<file path="config.mk">
export PLATFORM = sky130hd
export DESIGN_NAME = i2c_addr_flags
export DESIGN_NICKNAME = d
export VERILOG_FILES = /design/src/rtl/i2c_addr_pkg.sv /design/src/rtl/i2c_first_byte_tracker.sv /design/src/rtl/i2c_addr_compare.sv /design/src/rtl/i2c_status_flags.sv /design/src/rtl/i2c_addr_flags.sv
export SDC_FILE = /design/constraint.sdc
export NUM_CORES = 1
export LEC_CHECK = 0
export ABC_CLOCK_PERIOD_IN_PS = 1000
export BUFFER_PORTS_ARGS = -buffer_cell sky130_fd_sc_hd__buf_2
export CAP_MARGIN = 20
export CORE_AREA = 2 2 39 41
export DETAILED_ROUTE_END_ITERATION = 16
export DIE_AREA = 0 0 41 43
export PLACE_DENSITY = 0.53
export SLEW_MARGIN = 10
export SYNTH_ARGS = -nofsm -noshare
export SYNTH_HDL_FRONTEND = slang
export SYNTH_SLANG_ARGS = --single-unit
</file>
<file path="constraint.sdc">
create_clock -name clk -period 1 [get_ports clk]
set_input_delay 0.2 -clock clk [delete_from_list [all_inputs] [get_ports clk]]
set_output_delay 0.2 -clock clk [all_outputs]
set_load 0.005 [all_outputs]
</file>
<file path="src/rtl/i2c_addr_pkg.sv">
package i2c_addr_pkg;
  localparam int BYTE_W = 8;
  typedef logic [BYTE_W-1:0] byte_t;

  // All-zero first byte: general call
  function automatic logic is_gcall(input byte_t b);
    return (b == '0);
  endfunction

  // Address compare: 10-bit mode uses all bits, 7-bit mode ignores bit 0
  function automatic logic own_match(input logic fmt10, input byte_t own, input byte_t b);
    if (fmt10) return (b == own);
    return (b[BYTE_W-1:1] == own[BYTE_W-1:1]);
  endfunction
endpackage

</file>
<file path="src/rtl/i2c_first_byte_tracker.sv">
module i2c_first_byte_tracker (
  input  logic clk,
  input  logic rst_n,
  input  logic en,
  input  logic start_det,
  input  logic stop_det,
  input  logic byte_done,
  output logic first_pending
);
  always_ff @(posedge clk or negedge rst_n) begin
    if (!rst_n)                     first_pending <= 1'b0;
    else if (!en)                   first_pending <= 1'b0;
    else if (start_det)             first_pending <= 1'b1;
    else if (stop_det || byte_done) first_pending <= 1'b0;
  end
endmodule

</file>
<file path="src/rtl/i2c_addr_compare.sv">
module i2c_addr_compare
  import i2c_addr_pkg::*;
(
  input  logic  eval,
  input  logic  fmt_10bit,
  input  byte_t own_addr,
  input  byte_t rx_byte,
  output logic  gcall_set,
  output logic  match_set
);
  logic gc_hit;
  assign gc_hit    = is_gcall(rx_byte);
  assign gcall_set = eval && gc_hit;
  assign match_set = eval && (gc_hit || own_match(fmt_10bit, own_addr, rx_byte));
endmodule

</file>
<file path="src/rtl/i2c_status_flags.sv">
module i2c_status_flags (
  input  logic clk,
  input  logic rst_n,
  input  logic en,
  input  logic gcall_set,
  input  logic match_set,
  input  logic bus_cond,
  input  logic dsr_wr,
  input  logic ack_strobe,
  input  logic ack_bit,
  input  logic byte_done,
  input  logic rx_lsb,
  output logic last_bit_o,
  output logic gcall_o,
  output logic addr_hit_o
);
  always_ff @(posedge clk or negedge rst_n) begin
    if (!rst_n) begin
      gcall_o    <= 1'b0;
      addr_hit_o <= 1'b0;
      last_bit_o <= 1'b0;
    end else if (!en) begin
      gcall_o    <= 1'b0;
      addr_hit_o <= 1'b0;
    end else begin
      if (gcall_set)     gcall_o <= 1'b1;
      else if (bus_cond) gcall_o <= 1'b0;

      if (match_set)   addr_hit_o <= 1'b1;
      else if (dsr_wr) addr_hit_o <= 1'b0;

      if (ack_strobe)     last_bit_o <= ack_bit;
      else if (byte_done) last_bit_o <= rx_lsb;
      else if (dsr_wr)    last_bit_o <= 1'b0;
    end
  end
endmodule

</file>
<file path="src/rtl/i2c_addr_flags.sv">
module i2c_addr_flags
  import i2c_addr_pkg::*;
(
  input  logic              clk,
  input  logic              rst_n,
  input  logic              en,
  input  logic              slave_mode,
  input  logic              fmt_10bit,
  input  logic [BYTE_W-1:0] own_addr,
  input  logic              start_det,
  input  logic              stop_det,
  input  logic              byte_done,
  input  logic [BYTE_W-1:0] rx_byte,
  input  logic              ack_strobe,
  input  logic              ack_bit,
  input  logic              dsr_wr,
  output logic              last_bit_o,
  output logic              gcall_o,
  output logic              addr_hit_o
);
  logic first_pending;
  logic eval;
  logic gcall_set;
  logic match_set;
  logic bus_cond;

  assign eval     = en && slave_mode && byte_done && first_pending;
  assign bus_cond = start_det || stop_det;

  i2c_first_byte_tracker trk_i (
    .clk(clk), .rst_n(rst_n), .en(en), .start_det(start_det),
    .stop_det(stop_det), .byte_done(byte_done), .first_pending(first_pending)
  );

  i2c_addr_compare cmp_i (
    .eval(eval), .fmt_10bit(fmt_10bit), .own_addr(own_addr), .rx_byte(rx_byte),
    .gcall_set(gcall_set), .match_set(match_set)
  );

  i2c_status_flags flg_i (
    .clk(clk), .rst_n(rst_n), .en(en), .gcall_set(gcall_set), .match_set(match_set),
    .bus_cond(bus_cond), .dsr_wr(dsr_wr), .ack_strobe(ack_strobe), .ack_bit(ack_bit),
    .byte_done(byte_done), .rx_lsb(rx_byte[0]), .last_bit_o(last_bit_o),
    .gcall_o(gcall_o), .addr_hit_o(addr_hit_o)
  );
endmodule

</file>
## Word level (Yosys, flattened, before mapping)

Cells that the tools add are included.

| operators by class | value |
|---|---|
| reduce and logical (&&, ||, !) cells | 11 |
| mux-type cells | 14 |
| equality and inequality tests | 5 |

Operators by type and width:

| cell | count |
|---|---|
| 1-bit two-way mux | 14 |
| 3-bit by 1-bit inequality test with 1-bit output (second input constant) | 3 |
| 8-bit equality test | 1 |
| 8-bit logical NOT | 1 |
| 7-bit equality test | 1 |
| 1-bit logical AND | 5 |
| 1-bit logical OR | 3 |
| 3-bit nonzero test | 1 |
| 2-bit AND reduction | 1 |

| storage, ports and cells | value |
|---|---|
| input bits | 27 |
| output and inout port bits | 3 |
| logic and storage cells | 34 |
| flip-flop bits (word level) | 4 |

## Logic depth before layout (Yosys ltp)

Gate-level depths: netlist (run 1).

| depth | value |
|---|---|
| word-level depth | 7 |
| gate-level depth with buffers | 3 |
| depth with buffers taken out | 3 |

## By module

A second synthesis (run 1) with hierarchy kept.

| second synthesis, totals | value |
|---|---|
| cell total of the unflattened synthesis | 33 |
| area, all modules | 315.3 um2 |

Modules (own cells, without submodules):

| module | cells each | area an instance (um2) | instances |
|---|---|---|---|
| i2c_status_flags | 12 | 136.4 | 1 |
| i2c_addr_compare | 15 | 118.9 | 1 |
| i2c_first_byte_tracker | 4 | 45.0 | 1 |
| i2c_addr_flags | 2 | 15.0 | 1 |

## Least setup slack after synthesis (run 1)

No wires, ideal clock.

| timing | value |
|---|---|
| path type | input-to-reg |
| start point | in rx_byte[1] |
| end point | reg flg_i.gcall_o |
| data arrival time | 1.217 ns |
| path buffers | 0 |
| slack | -0.294 ns |
| stages | 3 |
| path through | or4_1 -> or3_1 -> a21oi_1 |

| on the way | value |
|---|---|
| cells in the longest elaborated chain, start to end | 4 |
| elaborated cells on any way between the ends | 5 |

RTL lines:

| element | RTL line | source |
|---|---|---|
| start: declaration | i2c_addr_flags.sv:13 | `input logic [BYTE_W-1:0] rx_byte,` |
| 8-bit logical NOT (*) | i2c_addr_pkg.sv:7 | `return (b == '0);` |
| 1-bit logical AND (*) | i2c_addr_compare.sv:13 | `assign gcall_set = eval && gc_hit;` |
| 1-bit two-way mux | i2c_status_flags.sv:26 | `if (gcall_set) gcall_o <= 1'b1;` |
| 1-bit two-way mux | i2c_status_flags.sv:22 | `end else if (!en) begin` |
| end signal: assignment | i2c_status_flags.sv:23 | `gcall_o <= 1'b0;` |
| end signal: assignment | i2c_status_flags.sv:26 |  |
| end signal: assignment | i2c_status_flags.sv:27 | `else if (bus_cond) gcall_o <= 1'b0;` |
| end: declaration | i2c_status_flags.sv:14 | `output logic gcall_o,` |

Mark *: on every way between the ends. The rest lies on a longest branch, timed or not.
A chain may end at the register's enable or synchronous reset.

## Worst setup path in the final report (run 1)

| timing | value |
|---|---|
| start point | in rx_byte[7] |
| end point | reg flg_i.gcall_o |

The elaborated chain is that of the path after synthesis.

==> results of run 1 <==
==> cells in the mapped netlist <==
library cell  n  area (µm²)
nor2_1        4        15.0
inv_1         3        11.3
dfrtp_1       4         100
o32ai_1       1        8.76
nor4_1        1        6.26
nand3_1       1        5.00
or4_1         2        15.0
a32o_1        1        10.0
or3_1         1        6.26
nand4_1       1        6.26
a211oi_1      1        7.51
nand2_1       1        3.75
a21oi_1       2        10.0
a32oi_1       1        8.76
nor3_1        1        5.00
o221ai_1      1        8.76
xor2_1        8        70.1
==> path summary, 6_finish.rpt <==
path                       cells past startpoint  slack, ps             endpoint                 from
max reg2reg                                    3        -40        flg_i.gcall_o  trk_i.first_pending
min in group asynchronous                      2        310  trk_i.first_pending                rst_n
min reg2reg                                    2        510  trk_i.first_pending  trk_i.first_pending
min                                            3        200  trk_i.first_pending            start_det
max in group asynchronous                      2        570        flg_i.gcall_o                rst_n
max                                            4       -170        flg_i.gcall_o           rx_byte[7]
==> per-stage QoR <==
stage               area, µm²  hold WS, ps
finish                    606          202
detailed placement        542         9.49
floorplan                 302        -95.6
CTS                       584          195
global route              606          213
global placement          542         9.08
==> what timing repair did <==
| action | CTS | global route |
|---|---|---|
| endpoints found under the hold margin | 4 | 0 |
| gates resized for setup | 2 | 4 |
| endpoints found under the setup margin | 2 | 2 |
| hold buffers | 1 | 0 |
| pin swaps | 3 | 4 |
==> routing by layer <==
metal  track usage [%]  vias to the layer above
met5                 0                        -
met4              8.00                        0
met3              4.71                        0
met2              20.3                       18
met1              12.5                      190
li1                  -                      215
==> power groups by stage <==
| stage | Combinational, mW | Sequential [mW] | Clock, mW |
|---|---|---|---|
| CTS | 0.160 | 0.175 | 0.208 |
| detailed placement | 0.152 | 0.177 | 0 |
| global placement | 0.150 | 0.177 | 0 |
| floorplan | 0.0417 | 0.177 | 0 |
| finish | 0.164 | 0.175 | 0.198 |
| global route | 0.181 | 0.175 | 0.218 |
==> sequential cells by signal, indices dropped and copies added (netlist names) <==
signal / flops
flg_i.addr_hit_o: 1
trk_i.first_pending: 1
flg_i.last_bit_o: 1
flg_i.gcall_o: 1
==> cell type report <==
| cell class | count | share of cell area, % |
|---|---|---|
| Sequential cell | 4 | 16.5 |
| Multi-Input combinational cell | 27 | 33.5 |
| Inverter | 3 | 1.86 |
| Tap cell | 16 | 3.31 |
| Timing Repair Buffer | 40 | 41.1 |
| Clock buffer | 3 | 3.72 |
==> cells by family after synthesis <==
kind of cell,Yosys count,synth area share [%]
xor+xnor,8,23.5
simple gates,12,21.0
compound gates,7,18.1
buf+inv,3,3.78
flops,4,33.6
==> worst max-delay path, delay by kind of cell <==
kind                   cells  cell delay (ps)
AO/OA/AOI/OAI              1              120
AND/OR/NAND/NOR            2              910
buffers and inverters      1               90
==> impl_results.md, run 1 <==
* Status: finished with violations
* Violated checks: negative setup slack
* CTS sink count at 4
* Post-Syn Area at around 300 µm²
* Worst Setup Path Type: in -> reg
* Least-Margin Pin Slew at about 280 ps
* Final setup viols at 2
* DRC violations left at 0
* CTS tree: yes
* Largest net degree at the start of global routing at 6
* First-pass GRT wire length at about 1500 µm
* Avg Inst Size Synth at about 9 µm²
* Row count at 14
* Nets@finish at ~110
* Fill cell count at ~150
* VDD IR max at between 0.0004 and 0.0005 V
* Met2 wire len at just under 500 µm
* Slew Viols, Final at 0
* Overall global routing resource usage at 12.6%
* Clock Path Buffers at 2
* Die Area at roughly 1800 µm²
* Logic gate share of total power at between 30% and 40%
* DR WL met3 at roughly 62 µm
* Initial antenna violation count at 0
* Synthesis-stage register bit count at 4
* Register area at 100 µm²
* Clock slew at reported path FFs at about 40 ps
* Seq pwr share at ~33%
* Antenna-violating nets left at 0
* Ports at 30
* DR top layer: met3
* Final setup skew at between 1.5 and 2 ps
* Maximum Capacitance Violations at 0
* Clock power frac at approximately 37%
* Dpl ws at -412 ps
* Dpl hpwl at between 800 and 900 µm
* Finished Layout Cells at a little over 90
* Die Width at slightly above 40 µm
* Multi-input gate area at 203 µm²
* Crit path DAT at 1330 ps
* Fmax at 856 MHz
* CP max-delay cell: or4_4
* Number of diodes at 0
* Worst path max stage delay at approximately 520 ps
* Required time worst endpoint at 1160 ps
* Finished Core Util at between 40% and 50%
* GR Overflow Total at 0
* Met1 WL at 397 µm
* Cell Int Power at roughly 0.40 mW
* Starting Density at about 22%
* Placed Instances at 89
* PortBufs at 29
* Avg WL per Cell at between 10 and 15 µm
* Tcrit/Tclk final at 117%
* Num CTS Buffers at 3
* Synth-to-layout area growth at 103%
* Worst hold path class: in -> reg
* Final worst setup slack at -168 ps
* Final TNS setup at -267 ps
* Switching portion of total power at around a quarter
* Sequential area share after synthesis at roughly 34%
* RePlAce Congestion at 0.652
* Commonest non-fill, non-tap cell in the layout: buf_2
* Share of cells above drive strength 1 at roughly 60%
* RSZ-0062 raised after global routing: true
* Number of H-tree levels at 1
* Synth Warn # at 0
* Iteration-0 DRC Markers at 4
* Insertion delay to the later sink of the worst-skew pair at about 230 ps
* Relative slew slack at 81.1%
* Tot Pwr at between 0.5 and 0.6 mW
* Root buffer cell: clkbuf_4
* Die Y at about 43 µm
* Nature of the critical path endpoint: register
* Vias at 423
* Sw Pwr at 0.132 mW
* Leakage power at about 0.31 nW
* Syn nets at between 60 and 70
* Vias per cell at 4.55
* Critical Path, Cell by Cell: buf_6 > or4_4 > or3_4 > a21oi_2
* Vias in the first global route at between 400 and 500
* Clock period minus worst slack at 1170 ps
* Post-synth cell types at 17
* Drt pass-1 iters at 4
* Worst-path fanout max at 2
* Commonest non-fill, non-tap cells in the layout: 26 x buf_2, 10 x buf_4, 8 x xor2_1
* WL final at about 960 µm
* Crit path launch type: input pin
* Hold Fails Final Rpt at 0
* Syn Inst Count at 34
* Power Density at around 890 nW/µm²
* Core area at approximately 1400 µm²
* Setup bufs post-CTS at 0
Note: power is estimated with default switching activity, not from simulation.
==> run 2, diff against run 1 <==
ABC_CLOCK_PERIOD_IN_PS = 1350   (was 1000)
PLACE_DENSITY = 0.66   (was 0.53)
clock period = 1.35 ns   (was 1 ns; I/O delays follow)
==> run 2 against run 1 <==
Clock power is 28% lower. The run now ends clean. Die area did not move. Largest power group unchanged. Register-to-register slack improved by 390 ps. Non-clock buffer count decreased by 3. Routed wire length fell by 7.2%.
==> impl_results.md, run 2 (synthesized netlist as in run 1, its figures left out) <==
* Number of H-tree levels at 1
* Final setup viols at 0
* Worst Setup EP: flg_i.gcall_o
* Dpl hpwl at about 840 µm
* Largest net degree at the start of global routing at 7
* Hold Fails Final Rpt at 0
* Overall global routing resource usage at a little under an eighth
* Power Density at between 600 and 700 nW/µm²
* Vias per cell at 4.61
* CTS sink count at 4
* RSZ-0062 raised after global routing: false
* CTS tree: yes
* Placed Instances at 86
* Reg-to-reg endpoint: flg_i.gcall_o
* Num CTS Buffers at 3
* Number of diodes at 0
* Least-Margin Pin Slew at between 200 and 300 ps
* Antenna-violating nets left at 0
* Iteration-0 DRC Markers at 4
* Clock slew at reported path FFs at roughly 40 ps
* Synth-to-layout area growth at 84.0%
* WHS at 277 ps
* Status: finished clean
* DRC violations left at 0
* Die Width at about 41 µm
* Final setup skew at about 1.5 ps
* Crit path launch type: input pin
* Worst hold path class: in -> reg
* R2R Setup Slk at about 350 ps
* Required time worst endpoint at roughly 1500 ps
* Setup bufs post-CTS at 0
* Commonest non-fill, non-tap cells in the layout: 29 x buf_2, 8 x xor2_1, 7 x buf_4
* VDD IR max at 0.000330 V
* CP Launch Point: rx_byte[1]
* First-pass GRT wire length at 1410 µm
* Tot Pwr at 0.377 mW
* GR Overflow Total at 0
* Worst Setup Path Type: in -> reg
* Avg WL per Cell at ~9.8 µm
* Commonest non-fill, non-tap cell in the layout: buf_2
* Maximum Capacitance Violations at 0
* RePlAce Congestion at around 0.7
* Initial antenna violation count at 0
* Clock period minus worst slack at between 1000 and 1500 ps
* Vias in the first global route at just over 400
* Die Y at roughly 43 µm
* Nets@finish at around 100
* Clock Path Buffers at 2
* Fmax at 786 MHz
* Leakage power at just under 0.3 nW
* Finished Layout Cells at 90
* Tcrit/Tclk final at about 94%
* Root buffer cell: clkbuf_4
* Insertion delay to the later sink of the worst-skew pair at approximately 230 ps
* Slew Viols, Final at 0
* Row count at 14
* WL final at roughly 890 µm
* Vias at between 400 and 500
* Starting Density at 21.5%
* Relative slew slack at 82.8%
* Worst-path fanout max at 2
* Die Area at about 1800 µm²
* Crit path DAT at ~1400 ps
* RR Startpoint: trk_i.first_pending
* PortBufs at 29
* Ports at 30
* Core area at roughly 1400 µm²
* Nature of the critical path endpoint: register
* Share of cells above drive strength 1 at approximately 53%
* Worst R2R Path Depth at 3
* Drt pass-1 iters at 2
==> run 2: stage by stage <==
step	setup TNS (ps)	setup WS [ps]	utilization (%)	area, µm²
2_1_floorplan	0	3.01	-	298
3_3_place_gp	-184	-121	37.3	515
3_5_place_dp	-291	-168	37.3	515
4_1_cts	0	74.8	39.6	548
5_1_grt	0	31.4	39.6	548
6_report	0	77.9	39.6	548
==> run 2: timing repair <==
item | 4_1_cts | 5_1_grt
hold buffers | 1 | 0
hold endpoints to repair | 4 | 0
setup endpoints to repair | 0 | 0
resized for setup | 0 | 0
==> run 2: layout make-up <==
class / instances / area, µm²
clock buffer: 3 / 22.5
fill: 144 / 836
inverter: 3 / 11.3
multi-input combinational: 27 / 186
sequential: 4 / 100
tap: 16 / 20.0
timing repair buffer: 37 / 208
==> run 2: critical path, cell delays in order <==
cell and delay (ps):
buf_2 100, or4_1 550, or3_1 380, a21oi_1 120
==> run 2: how the worst min path moves through the flow <==
stage | from | slack (ps) | cells past startpoint | endpoint
floorplan | rst_n | -30 | 0 | flg_i.addr_hit_o
global placement | rst_n | 80 | 1 | trk_i.first_pending
detailed placement | rst_n | 80 | 1 | flg_i.last_bit_o
CTS | ack_strobe | 270 | 2 | flg_i.last_bit_o
global route | ack_strobe | 270 | 2 | flg_i.last_bit_o
finish | ack_strobe | 280 | 2 | flg_i.last_bit_o
==> run 2: per-layer routing <==
metal | up-vias | GRT usage, % | wire [µm]
met5 | - | 0 | 0
met4 | 0 | 4.00 | 0
met3 | 0 | 6.28 | 99
met2 | 24 | 19.7 | 452
met1 | 184 | 12.0 | 334
li1 | 207 | - | -
==> run 2: where the power goes <==
| group | internal (mW) | switching [mW] | total (mW) |
|---|---|---|---|
| registers | 0.126 | 0.00350 | 0.130 |
| clock network | 0.0990 | 0.0426 | 0.142 |
| logic | 0.0620 | 0.0434 | 0.105 |
